`config.mk`:
```
export PLATFORM = sky130hd
export DESIGN_NAME = sar_fsync_reader
export DESIGN_NICKNAME = d
export VERILOG_FILES = /design/src/rtl/sar_rd_pkg.sv /design/src/rtl/sar_rd_timer.sv /design/src/rtl/sar_rd_shift.sv /design/src/rtl/sar_rd_ctrl.sv /design/src/rtl/sar_fsync_reader.sv
export SDC_FILE = /design/constraint.sdc
export NUM_CORES = 1
export LEC_CHECK = 0
export BUFFER_PORTS_ARGS = -buffer_cell sky130_fd_sc_hd__buf_2
export CAP_MARGIN = 20
export CORE_MARGIN = 2
export CORE_UTILIZATION = 50
export CTS_CLUSTER_DIAMETER = 150
export CTS_CLUSTER_SIZE = 20
export DETAILED_ROUTE_END_ITERATION = 16
export GPL_ROUTABILITY_DRIVEN = 0
export PLACE_DENSITY = 0.82
export SYNTH_ARGS = -nofsm -noshare
export SYNTH_HDL_FRONTEND = slang
export SYNTH_HIERARCHICAL = 1
export SYNTH_SLANG_ARGS = --single-unit
```
`constraint.sdc`:
```
create_clock -name clk -period 4.24 [get_ports clk]
set_input_delay 0.636 -clock clk [delete_from_list [all_inputs] [get_ports clk]]
set_output_delay 0.636 -clock clk [all_outputs]
set_load 0.02 [all_outputs]
```
`src/rtl/sar_rd_pkg.sv`:
```
// Shared types for the frame-sync SAR reader.
// Assumes: nothing beyond IEEE 1800-2017 synthesizable subset.
package sar_rd_pkg;

    // Transaction phases of the reader
    typedef enum logic [2:0] {
        ST_IDLE  = 3'd0,
        ST_CONV  = 3'd1,
        ST_SETUP = 3'd2,
        ST_LEAD  = 3'd3,
        ST_HIGH  = 3'd4,
        ST_LOW   = 3'd5,
        ST_GAP   = 3'd6
    } rd_state_t;

endpackage

```
`src/rtl/sar_rd_timer.sv`:
```
// Phase timer: a down counter loaded with (length - 1); zero_o marks the
// last cycle of the current phase.
// Assumes: the controller reloads it on every phase change.
module sar_rd_timer #(
    parameter int W = 12
) (
    input  logic         clk,
    input  logic         rst_n,
    input  logic         load_i,
    input  logic [W-1:0] val_i,
    output logic         zero_o
);

    logic [W-1:0] cnt_q;

    // Load on phase entry, otherwise count down and stop at zero
    always_ff @(posedge clk) begin
        if (!rst_n) begin
            cnt_q <= '0;
        end else if (load_i) begin
            cnt_q <= val_i;
        end else if (cnt_q != '0) begin
            cnt_q <= cnt_q - 1'b1;
        end
    end

    assign zero_o = (cnt_q == '0);

endmodule

```
`src/rtl/sar_rd_shift.sv`:
```
// Serial-to-parallel assembler: shifts the data line in MSB first on each
// capture strobe and copies the result to the output word on commit.
// Assumes: capture and commit never fall in the same cycle.
module sar_rd_shift #(
    parameter int DATA_W = 16
) (
    input  logic              clk,
    input  logic              rst_n,
    input  logic              cap_i,
    input  logic              bit_i,
    input  logic              commit_i,
    output logic [DATA_W-1:0] word_o
);

    logic [DATA_W-1:0] sh_q;

    // Shift register: earliest sample ends up in the top bit
    always_ff @(posedge clk) begin
        if (!rst_n) begin
            sh_q <= '0;
        end else if (cap_i) begin
            sh_q <= {sh_q[DATA_W-2:0], bit_i};
        end
    end

    // Output word register: updated only when a frame completes
    always_ff @(posedge clk) begin
        if (!rst_n) begin
            word_o <= '0;
        end else if (commit_i) begin
            word_o <= sh_q;
        end
    end

    // the word is committed only after the last capture is in place
    p_no_cap_on_commit_r5: assert property (@(posedge clk) disable iff (!rst_n)
        !(cap_i && commit_i));

endmodule

```
`src/rtl/sar_rd_ctrl.sv`:
```
// Transaction controller: sequences convert, setup, frame-sync, sixteen
// serial clock pulses and the guard gap; all pin outputs are registered.
// Assumes: the timer reloads on every phase change; settings are latched
// when a request is accepted.
module sar_rd_ctrl
    import sar_rd_pkg::*;
#(
    parameter int DATA_W = 16,
    parameter int CONV_W = 12,
    parameter int HALF_W = 6,
    parameter int CNT_W  = 12
) (
    input  logic              clk,
    input  logic              rst_n,
    input  logic              start_i,
    input  logic [CONV_W-1:0] cfg_conv_i,
    input  logic [HALF_W-1:0] cfg_half_i,
    input  logic              tmr_zero_i,
    output logic              tmr_load_o,
    output logic [CNT_W-1:0]  tmr_val_o,
    output logic              cap_o,
    output logic              commit_o,
    output logic              cnv_o,
    output logic              fs_n_o,
    output logic              sclk_o,
    output logic              valid_o,
    output logic              busy_o
);

    localparam int BIT_W = $clog2(DATA_W + 1);

    rd_state_t         st_q, st_d;
    logic [BIT_W-1:0]  bit_q, bit_d;
    logic [HALF_W-1:0] half_q;
    logic              cnv_d, fs_n_d, sclk_d, valid_d, latch;
    logic [CONV_W-1:0] conv_in;
    logic [HALF_W-1:0] half_in;
    logic [CNT_W-1:0]  half_len, gap_len;

    // Sanitise settings: a zero length counts as one clock
    always_comb begin
        conv_in  = (cfg_conv_i == '0) ? CONV_W'(1) : cfg_conv_i;
        half_in  = (cfg_half_i == '0) ? HALF_W'(1) : cfg_half_i;
        half_len = CNT_W'(half_q - 1'b1);
        gap_len  = CNT_W'({half_q, 1'b0} - 1'b1);
    end

    // Next-state and next-output decode, one phase per state
    always_comb begin
        st_d       = st_q;
        bit_d      = bit_q;
        cnv_d      = cnv_o;
        fs_n_d     = fs_n_o;
        sclk_d     = sclk_o;
        valid_d    = 1'b0;
        latch      = 1'b0;
        tmr_load_o = 1'b0;
        tmr_val_o  = '0;
        cap_o      = 1'b0;
        commit_o   = 1'b0;
        case (st_q)
            ST_IDLE: begin
                if (start_i) begin
                    st_d       = ST_CONV;
                    cnv_d      = 1'b1;
                    latch      = 1'b1;
                    tmr_load_o = 1'b1;
                    tmr_val_o  = CNT_W'(conv_in - 1'b1);
                end
            end
            ST_CONV: begin
                if (tmr_zero_i) begin
                    st_d       = ST_SETUP;
                    cnv_d      = 1'b0;
                    tmr_load_o = 1'b1;
                    tmr_val_o  = half_len;
                end
            end
            ST_SETUP: begin
                if (tmr_zero_i) begin
                    st_d       = ST_LEAD;
                    fs_n_d     = 1'b0;
                    bit_d      = '0;
                    tmr_load_o = 1'b1;
                    tmr_val_o  = half_len;
                end
            end
            ST_LEAD: begin
                if (tmr_zero_i) begin
                    st_d       = ST_HIGH;
                    sclk_d     = 1'b1;
                    tmr_load_o = 1'b1;
                    tmr_val_o  = half_len;
                end
            end
            ST_HIGH: begin
                if (tmr_zero_i) begin
                    st_d       = ST_LOW;
                    sclk_d     = 1'b0;
                    cap_o      = 1'b1;
                    bit_d      = bit_q + 1'b1;
                    tmr_load_o = 1'b1;
                    tmr_val_o  = half_len;
                end
            end
            ST_LOW: begin
                if (tmr_zero_i) begin
                    tmr_load_o = 1'b1;
                    if (bit_q == BIT_W'(DATA_W)) begin
                        st_d      = ST_GAP;
                        fs_n_d    = 1'b1;
                        valid_d   = 1'b1;
                        commit_o  = 1'b1;
                        tmr_val_o = gap_len;
                    end else begin
                        st_d      = ST_HIGH;
                        sclk_d    = 1'b1;
                        tmr_val_o = half_len;
                    end
                end
            end
            ST_GAP: begin
                if (tmr_zero_i) begin
                    st_d = ST_IDLE;
                end
            end
            default: st_d = ST_IDLE;
        endcase
    end

    // State, bit count and pin registers
    always_ff @(posedge clk) begin
        if (!rst_n) begin
            st_q    <= ST_IDLE;
            bit_q   <= '0;
            cnv_o   <= 1'b0;
            fs_n_o  <= 1'b1;
            sclk_o  <= 1'b0;
            valid_o <= 1'b0;
        end else begin
            st_q    <= st_d;
            bit_q   <= bit_d;
            cnv_o   <= cnv_d;
            fs_n_o  <= fs_n_d;
            sclk_o  <= sclk_d;
            valid_o <= valid_d;
        end
    end

    // Half-period setting captured once per transaction
    always_ff @(posedge clk) begin
        if (!rst_n) begin
            half_q <= HALF_W'(1);
        end else if (latch) begin
            half_q <= half_in;
        end
    end

    assign busy_o = (st_q != ST_IDLE);

    // convert never overlaps the data cycle
    p_cnv_low_in_frame_r3: assert property (@(posedge clk) disable iff (!rst_n)
        !fs_n_o |-> !cnv_o);

    // serial clock only pulses inside a frame
    p_sclk_in_frame_r4: assert property (@(posedge clk) disable iff (!rst_n)
        sclk_o |-> !fs_n_o);

    // never more than DATA_W captures per frame
    p_bit_bound_r4: assert property (@(posedge clk) disable iff (!rst_n)
        bit_q <= BIT_W'(DATA_W));

    // valid lasts one cycle
    p_valid_single_r6: assert property (@(posedge clk) disable iff (!rst_n)
        valid_o |=> !valid_o);

    // valid coincides with frame-sync returning high
    p_valid_at_fs_rise_r6: assert property (@(posedge clk) disable iff (!rst_n)
        valid_o |-> (fs_n_o && $past(!fs_n_o)));

    // convert is only high inside a transaction
    p_cnv_busy_r2: assert property (@(posedge clk) disable iff (!rst_n)
        cnv_o |-> busy_o);

    // once past the convert phase, no request restarts a conversion
    p_no_restart_r8: assert property (@(posedge clk) disable iff (!rst_n)
        (st_q != ST_IDLE && st_q != ST_CONV) |=> (st_q != ST_CONV));

endmodule

```
`src/rtl/sar_fsync_reader.sv`:
```
// Top level of the frame-sync SAR reader: ties controller, phase timer and
// serial assembler together.
// Assumes: sdo_i is launched by the converter from sclk_o, which is itself
// derived from clk, so it settles well within one phase of H clocks.
module sar_fsync_reader #(
    parameter int DATA_W = 16,
    parameter int CONV_W = 12,
    parameter int HALF_W = 6
) (
    input  logic              clk,
    input  logic              rst_n,
    input  logic              start_i,
    input  logic [CONV_W-1:0] cfg_conv_cycles_i,
    input  logic [HALF_W-1:0] cfg_half_cycles_i,
    input  logic              sdo_i,
    output logic              cnv_o,
    output logic              fs_n_o,
    output logic              sclk_o,
    output logic [DATA_W-1:0] data_o,
    output logic              valid_o,
    output logic              busy_o
);

    localparam int CNT_W = (CONV_W > HALF_W + 1) ? CONV_W : HALF_W + 1;

    logic             tmr_load, tmr_zero, cap, commit;
    logic [CNT_W-1:0] tmr_val;

    sar_rd_ctrl #(
        .DATA_W (DATA_W),
        .CONV_W (CONV_W),
        .HALF_W (HALF_W),
        .CNT_W  (CNT_W)
    ) u_ctrl (
        .clk        (clk),
        .rst_n      (rst_n),
        .start_i    (start_i),
        .cfg_conv_i (cfg_conv_cycles_i),
        .cfg_half_i (cfg_half_cycles_i),
        .tmr_zero_i (tmr_zero),
        .tmr_load_o (tmr_load),
        .tmr_val_o  (tmr_val),
        .cap_o      (cap),
        .commit_o   (commit),
        .cnv_o      (cnv_o),
        .fs_n_o     (fs_n_o),
        .sclk_o     (sclk_o),
        .valid_o    (valid_o),
        .busy_o     (busy_o)
    );

    sar_rd_timer #(
        .W (CNT_W)
    ) u_timer (
        .clk    (clk),
        .rst_n  (rst_n),
        .load_i (tmr_load),
        .val_i  (tmr_val),
        .zero_o (tmr_zero)
    );

    sar_rd_shift #(
        .DATA_W (DATA_W)
    ) u_shift (
        .clk      (clk),
        .rst_n    (rst_n),
        .cap_i    (cap),
        .bit_i    (sdo_i),
        .commit_i (commit),
        .word_o   (data_o)
    );

endmodule

```
Yosys cells after proc, flatten, opt, wreduce, memory -nomap -nowiden
Cells that the tools add are included.
- bits in registers: 62
- output and inout bits: 21
- word-level logic and storage cells: 88
- $add $sub $neg: 5
- equality and inequality tests: 16
- mux-type cells: 39
- reduce and logical (&&, ||, !) cells: 18
- operator list (kind ; number):
    2-to-1 mux 12 bit ; 7
    case mux 12 bit (3 select lines) ; 1
    zero test 12 bit ; 2
    subtractor 12 x 1 -> 12 bit, second input constant ; 2
    2-to-1 mux 3 bit ; 7
    case mux 3 bit (7 select lines) ; 1
    != test 2 bit, second input constant ; 8
    2-to-1 mux 1 bit ; 14
    nonzero test 12 bit ; 1
    2-to-1 mux 5 bit ; 2
    case mux 5 bit (2 select lines) ; 1
    == test 3 bit, second input constant ; 3
    nonzero test 2 bit ; 4
    subtractor 7 x 1 -> 8 bit, second input constant ; 1
    AND reduction 7 bit ; 1
    subtractor 6 x 1 -> 7 bit, second input constant ; 1
    == test 3 x 2 -> 1 bit, second input constant ; 2
    zero test 6 bit ; 1
    2-to-1 mux 6 bit ; 1
    case mux 1 bit (2 select lines) ; 3
    AND reduction 3 bit ; 2
    nonzero test 3 bit ; 2
    adder 5 x 1 -> 5 bit, second input constant ; 1
    == test 5 bit, second input constant ; 1
    other kinds (9) ; 9

Depth between registers and ports, before layout
Gate-level depths: netlist (run 1).
- depth after elaboration: 6
- gate-level depth with buffers: 13

Hierarchy
The synthesis (run 1) kept the hierarchy.
- modules (own cells, without submodules) (module ; times used ; cells each ; area each (sq um) ; seq. area each (sq um)):
    sar_rd_ctrl ; 1 ; 189 ; 1371.3 ; 360.3
    sar_rd_shift ; 1 ; 103 ; 1234.9 ; 640.6
    sar_rd_timer ; 1 ; 90 ; 703.2 ; 240.2

Worst setup path before layout (run 1)
OpenSTA, ideal clock, no wires.
- path type: reg2reg
- start point: register u_timer.cnt_q[0]
- end point: register u_shift.word_o[10]
- setup time: 0.116 ns
- data arrival time: 2.483 ns
- required time: 4.124 ns
- slack: 1.641 ns
- cell stages (with the launch flop): 14
- cells stage by stage: dfxtp_1 > inv_1 > ha_1 > nor3b_1 > nand3_1 > inv_1 > nand2_1 > or4b_1 > buf_2 > inv_2 > buf_6 > buf_12 > mux2i_1 > nor2b_1
- longest elaborated chain between the ends: 3
- ends and longest elaborated chain (what ; RTL line ; source):
    from (decl) ; sar_rd_timer.sv:14 ; logic [W-1:0] cnt_q;
    from (signal assigned) ; sar_rd_timer.sv:21 ; cnt_q <= val_i;
    from (signal assigned) ; sar_rd_timer.sv:23 ; cnt_q <= cnt_q - 1'b1;
    zero test 12 bit ; sar_rd_timer.sv:27 ; assign zero_o = (cnt_q == '0);
    net tmr_zero ; sar_fsync_reader.sv:26 ; logic tmr_load, tmr_zero, cap, commit;
    2-to-1 mux 1 bit ; sar_rd_ctrl.sv:107 ; if (tmr_zero_i) begin
    2-to-1 mux 1 bit ; - ;
    net commit ; sar_fsync_reader.sv:26 ;
    to (signal assigned) ; sar_rd_shift.sv:31 ; word_o <= sh_q;
    to (decl) ; sar_rd_shift.sv:12 ; output logic [DATA_W-1:0] word_o
The timed path passes the listed nets, and every way through them passes these cells.
A chain may end at the register's enable or synchronous reset.

Worst setup path after layout (run 1)
- start point: register u_timer.cnt_q[0]
- end point: register u_shift.word_o[13]
Same word-level chain as after synthesis.

==> results.yml, run 1 <==
sta:
  rsz0062_at_grt: "false"
  fin_crit_ps: 3400
  setup_viol: 0
  hold_viol: 0
  timing.setup.tns_ps: 0
  slew_viol_final: 0
  period_share_pct: 80.3
  fin_skew_ps: 8.84
  fin_ws_ps: 837
  fmax_ghz: 0.294
  slew-limit-headroom_pct: 36.1
  worst_slew_pin_slew_ps: 958
power:
  combPwrFrac_pct: 25.7
  peakVddDrop_mv: 0.364
  power.density_mw_per_mm2: 465
  p_seq_share_pct: 40.7
  power_leakage_nw: 1.33
  p_int_mw: 1.16
  pwr-share-clk_pct: 33.6
  switching_share_pct: 32.5
  p_switching_mw: 0.560
synth:
  synth_edf_count: 0
  synth_largest_area_cell: "dfxtp_1"
  synthTopCellsByCount: "dfxtp_1, nor2b_1, mux2i_1"
  synthArstFlopShare_pct: 0
  synth_xor_xnor_area_share_pct: 2.65
  avgSynthCellArea_um2: 8.66
  synth_top_family_by_area: "simple AND/OR/NAND/NOR gates"
  synth_compound_area_share_pct: 18.4
  synth_area_mm2: 0.00331
  syn-instance-count: 382
  yosysWarningCount: 6
  yosys.area.top_type_share_pct: 37.5
  seq_area_frac_synth_pct: 37.5
  synth_simple_gate_area_share_pct: 23.4
  synthAdderAreaFrac_pct: 2.27
  yosysMostFrequentCell: "dfxtp_1"
  ys_types: 59
  synth-seq-cells: 62
  muxShareOfSynthArea_pct: 9.98
  synth_nets: 410
  synth.top_cells.by_area: "dfxtp_1, mux2i_1, nor2b_1"
  ys.flop_type: "dfxtp_1"
cells_and_area:
  final_nets: 443
  area_growth_pct: 12.2
  drive_above_1_share_pct: 15.8
  diodes: 0
  fin_area_mm2: 0.00371
worst_setup_path:
  timing.critical_path.buf_inv: 3
  r2r_end: "u_shift/word_o[13]$_SDFFE_PN0P_"
  path_cells: "inv_1 > ha_1 > nor3b_1 > nand3_1 > inv_1 > nand2_1 > or4b_1 > inv_2 > mux2i_1 > nor2b_1"
  cpMaxStageDelayCell: "or4b_1"
  reg2reg_depth: 10
  cp.required_ps: 4470
  crit_family: "simple AND/OR/NAND/NOR gates"
  reg2reg_from: "u_timer/cnt_q[0]$_SDFFE_PN0P_"
  critPathMaxStageDelay_ps: 730
  critical_path_class: "reg2reg"
  crit_top_cell: "inv_1"
  startpoint_type: "register"
  crit_fanout: 17
  endpoint_kind: "register"
  rrSetupSlack_ps: 840
  cp_data_arrival_time_ps: 3640
hold_path:
  whs_path_depth: 2
  hold_path.class: "reg2reg"
  min_to: "u_ctrl/sclk_o$_SDFFE_PN0P_"
  hold_start: "u_ctrl/sclk_o$_SDFFE_PN0P_"
routing:
  routed_wl_um: 7230
  post_drt_wl_per_cell_um: 14.6
  ant_nets: 0
  via_per_inst: 5.87
  num_vias: 2911
  initialDrtViolationCount: 187
  post-route-drc-count: 0
  first_pass_iters: 5
die:
  start_util_pct: 51.8
  die_area_mm2: 0.00729
  die_h_um: 85.4
  coreArea_mm2: 0.00639
  row_count: 29
  die_w_um: 85.4
  boundaryPins: 43
status:
  status: "complete, no violations"
placement:
  pre_cts_slack_ps: 903
  place_area_mm2: 0.00349
  post-dp-hpwl_um: 4900
  portBuffers: 42
global_routing:
  grt_pass1_wl_um: 12200
  grt_usage_pct: 20.7
  grt_pass1_vias: 2593
  antenna_found_initial: 0
  grt_max_degree: 53
  grt-ovfl-total: 0
clocking:
  postCtsSetupBuffers: 0
  cts_resized: 0
  clock-sinks: 62
  clkLatencyLatePin_ps: 340
  path_clk_slew_ps: 80
  hold_buffers: 0
  cts_root_buffer: "clkbuf_8"
  cts_buffer_depth: 2
  htreeDepth: 3
  cts_tree: "built"
  numCtsBuffers: 9
run:
  drv_cap: 0
cells in the final DEF, fill, tap and decap left out, types with 3 or more instances in the layout:
cell,count
o21ai_0,24
nor2b_1,34
nand3b_1,3
ha_1,6
or3_1,6
nand3_1,9
a31oi_1,4
or4_1,7
mux2i_1,33
nor4_1,4
nor2_1,26
buf_2,42
nor3_1,8
clkbuf_8,10
xor2_1,5
o211ai_1,5
xnor2_1,5
nand2b_1,3
dfxtp_1,62
a21oi_1,29
inv_1,14
o21ai_1,8
nand2_1,19
o221ai_1,3
nor3b_1,4
final cells by class:
cell class / count / area (um2)
clock buffers: 10 / 138
flip-flops and latches: 62 / 1240
inverters: 16 / 60.1
multi-input cells: 283 / 1880
clock inverters: 5 / 83.8
well taps: 77 / 96.3
repair buffers: 43 / 218
fillers: 548 / 2670
power by group through the flow:
| stage | clock, mW | combinational (mW) | sequential, mW |
|---|---|---|---|
| finish | 0.580 | 0.443 | 0.701 |
| global route | 0.614 | 0.495 | 0.711 |
| CTS | 0.591 | 0.439 | 0.698 |
| detailed placement | 0 | 0.435 | 0.710 |
| global placement | 0 | 0.426 | 0.706 |
| floorplan | 0 | 0.354 | 0.686 |
cells by family (layout without fill, tap and decap cells):
group / count (synthesis) / count (layout)
AO/OA/AOI/OAI: 98 / 98
flip-flops: 62 / 62
XOR/XNOR: 10 / 10
buffers and inverters: 37 / 74
multiplexers: 33 / 33
adder cells (fa/ha/maj): 6 / 6
AND/OR/NAND/NOR: 136 / 136
per-stage QoR:
stage	cells	utilization (%)	hold slack (ps)	total power [mW]
after floorplan	382	-	414	1.04
after global placement	481	54.7	433	1.13
after detailed placement	481	54.7	437	1.14
after CTS	496	58.2	464	1.73
after global routing	496	58.2	488	1.82
final	496	58.2	462	1.72
worst min-delay path: stages, from the launching register on:
cell and delay (ps):
dfxtp_1 310, inv_1 40, a211oi_1 60
worst max path at each step:
stage,end,startpoint,cells past startpoint
after global routing,u_timer/cnt_q[4]$_SDFFE_PN0P_,u_timer/cnt_q[0]$_SDFFE_PN0P_,10
final,u_shift/word_o[13]$_SDFFE_PN0P_,u_timer/cnt_q[0]$_SDFFE_PN0P_,10
after floorplan,u_shift/word_o[10]$_SDFFE_PN0P_,u_timer/cnt_q[0]$_SDFFE_PN0P_,13
after CTS,u_shift/word_o[13]$_SDFFE_PN0P_,u_timer/cnt_q[0]$_SDFFE_PN0P_,10
after global placement,u_shift/word_o[1]$_SDFFE_PN0P_,u_timer/cnt_q[0]$_SDFFE_PN0P_,10
after detailed placement,u_shift/word_o[10]$_SDFFE_PN0P_,u_timer/cnt_q[0]$_SDFFE_PN0P_,10
flip-flops by register name, indices dropped and copies added (netlist names), 3 cells and up:
name,flops
u_ctrl/st_q,3
u_ctrl/half_q,6
u_timer/cnt_q,12
u_ctrl/bit_q,5
u_shift/sh_q,16
u_shift/word_o,16
layer usage:
metal | share of wire (%) | vias to the layer above | track usage (%)
li1 | - | 1447 | -
met1 | 44 | 1359 | 26.3
met2 | 49 | 92 | 33.9
met3 | 4.7 | 13 | 4.28
met4 | 2.0 | 0 | 8.95
met5 | 0 | - | 0
Power figures use the tool's default switching activity.
==> run 2: changes to the inputs <==
- clock period: 4.24 -> 3.4 ns (I/O delays scaled with it)
==> run 2 against run 1 <==
Global-route usage shrank 0.18 points. Flip-flop and latch count stayed put. Largest cell class unchanged. First-iteration DRC count fell by 9.6%. Die area did not move. Sequential share of layout area fell by 0.12 points. Critical path type unchanged.
==> results.yml, run 2 (synthesized netlist as in run 1, its figures left out) <==
die:
  die_h_um: 85.4
  die_w_um: 85.4
  die_area_mm2: 0.00729
  boundaryPins: 43
  start_util_pct: 51.8
  coreArea_mm2: 0.00639
  row_count: 29
sta:
  timing.setup.tns_ps: 0
  fin_skew_ps: 13.0
  slew-limit-headroom_pct: 58.6
  setup_viol: 0
  rsz0062_at_grt: "false"
  hold_ws_ps: 420
  fin_crit_ps: 3000
  slew_viol_final: 0
  hold_viol: 0
  fmax_ghz: 0.333
  worst_slew_pin_slew_ps: 615
  fin_ws_ps: 401
  period_share_pct: 88.2
clocking:
  cts_resized: 0
  postCtsSetupBuffers: 0
  hold_buffers: 0
  cts_buffer_depth: 2
  cts_tree: "built"
  path_clk_slew_ps: 70
  clock-sinks: 62
  htreeDepth: 3
  clkLatencyLatePin_ps: 340
  cts_root_buffer: "clkbuf_8"
  numCtsBuffers: 9
worst_setup_path:
  rrSetupSlack_ps: 400
  cp.required_ps: 3630
  startpoint_type: "register"
  endpoint_kind: "register"
  cpMaxStageDelayCell: "or4b_1"
  critical_path_class: "reg2reg"
  crit_fanout: 16
  cp_data_arrival_time_ps: 3230
  critPathMaxStageDelay_ps: 710
  crit_top_cell: "inv_1"
  path_cells: "inv_1 > ha_1 > nor3b_1 > nand3_1 > inv_1 > nand2_1 > or4b_1 > inv_2 > mux2i_1 > nor2b_1"
  timing.critical_path.buf_inv: 3
  crit_family: "simple AND/OR/NAND/NOR gates"
placement:
  post-dp-hpwl_um: 4940
  pre_cts_slack_ps: 422
  portBuffers: 42
cells_and_area:
  seq_area_mm2: 0.00124
  final_nets: 447
  final_common_cell: "dfxtp_1"
  drive_above_1_share_pct: 16.7
  multi_input_area_mm2: 0.00188
  nFillCells: 553
  area_growth_pct: 12.6
  largest_registers: "u_shift/sh_q (16), u_shift/word_o (16), u_timer/cnt_q (12)"
  final_cell_mix: "dfxtp_1, buf_2, nor2b_1"
  diodes: 0
hold_path:
  hold_path.class: "in2reg"
routing:
  post_drt_wl_per_cell_um: 13.9
  initialDrtViolationCount: 169
  ant_nets: 0
  post-route-drc-count: 0
  routed_wl_um: 6950
  num_vias: 2843
  via_per_inst: 5.67
  first_pass_iters: 4
global_routing:
  grt_usage_pct: 20.5
  grt.busiest_layer: "met2"
  grt_pass1_vias: 2696
  use_met1_pct: 26.7
  grt_pass1_wl_um: 12200
  use_met2_pct: 32.0
  antenna_found_initial: 0
  grt_max_degree: 40
  grt_util_met3_pct: 5.16
  grt-ovfl-total: 0
power:
  power_leakage_nw: 1.35
  power.density_mw_per_mm2: 562
  peakVddDrop_mv: 0.390
run:
  drv_cap: 0
status:
  status: "complete, no violations"
run 2: changes by cell type in the layout (fill, tap and decap cells not counted), sizes merged:
cell	previous run	this run
clkinvlp	2	1
inv	16	19
bufinv	2	1
clkinv	1	2
clkbuf	10	9
buf	43	47
run 2: per-stage QoR:
step	instance area [um2]	instances	power (mW)	utilization [%]
4_1_cts	3730	501	2.11	58.4
5_1_grt	3730	501	2.23	58.4
3_5_place_dp	3520	485	1.44	55.2
2_1_floorplan	3310	382	1.30	-
3_3_place_gp	3520	485	1.42	55.2
6_report	3730	501	2.09	58.4
run 2: final cells by class:
type,count,area share (%)
multi-input cells,283,50.4
flip-flops and latches,62,33.3
repair buffers,47,6.65
clock buffers,9,3.32
well taps,77,2.58
clock inverters,7,2.18
inverters,16,1.61
run 2: worst reg2reg max path, cell delays in order, from the launching register on:
cell and delay (ps):
dfxtp_1 330, inv_1 110, ha_1 190, nor3b_1 300, nand3_1 250, inv_1 130, nand2_1 120, or4b_1 710
inv_2 410, mux2i_1 280, nor2b_1 60
run 2: final timing paths:
check                                                   start                        endpoint  cells past startpoint
worst max-delay path            u_timer/cnt_q[0]$_SDFFE_PN0P_  u_shift/word_o[3]$_SDFFE_PN0P_                     10
worst min-delay path                     cfg_half_cycles_i[5]   u_ctrl/half_q[5]$_SDFFE_PN0P_                      3
worst max register to register  u_timer/cnt_q[0]$_SDFFE_PN0P_  u_shift/word_o[3]$_SDFFE_PN0P_                     10
worst min register to register   u_ctrl/bit_q[4]$_SDFFE_PN0P_    u_ctrl/bit_q[4]$_SDFFE_PN0P_                      1
run 2: where the power goes:
part / switching [mW] / internal, mW / total [mW] / leakage (nW)
Clock: 0.316 / 0.348 / 0.665 / 0.101
Sequential: 0.0825 / 0.788 / 0.870 / 0.504
Combinational: 0.315 / 0.244 / 0.560 / 0.742
Total: 0.714 / 1.38 / 2.09 / 1.35
run 2: metal layers:
metal / vias to the layer above / part of all wire (%) / wire [um]
li1: 1453 / - / -
met1: 1317 / 46 / 3230
met2: 62 / 48 / 3340
met3: 11 / 3.5 / 240
met4: 0 / 2.0 / 141
met5: - / 0 / 0
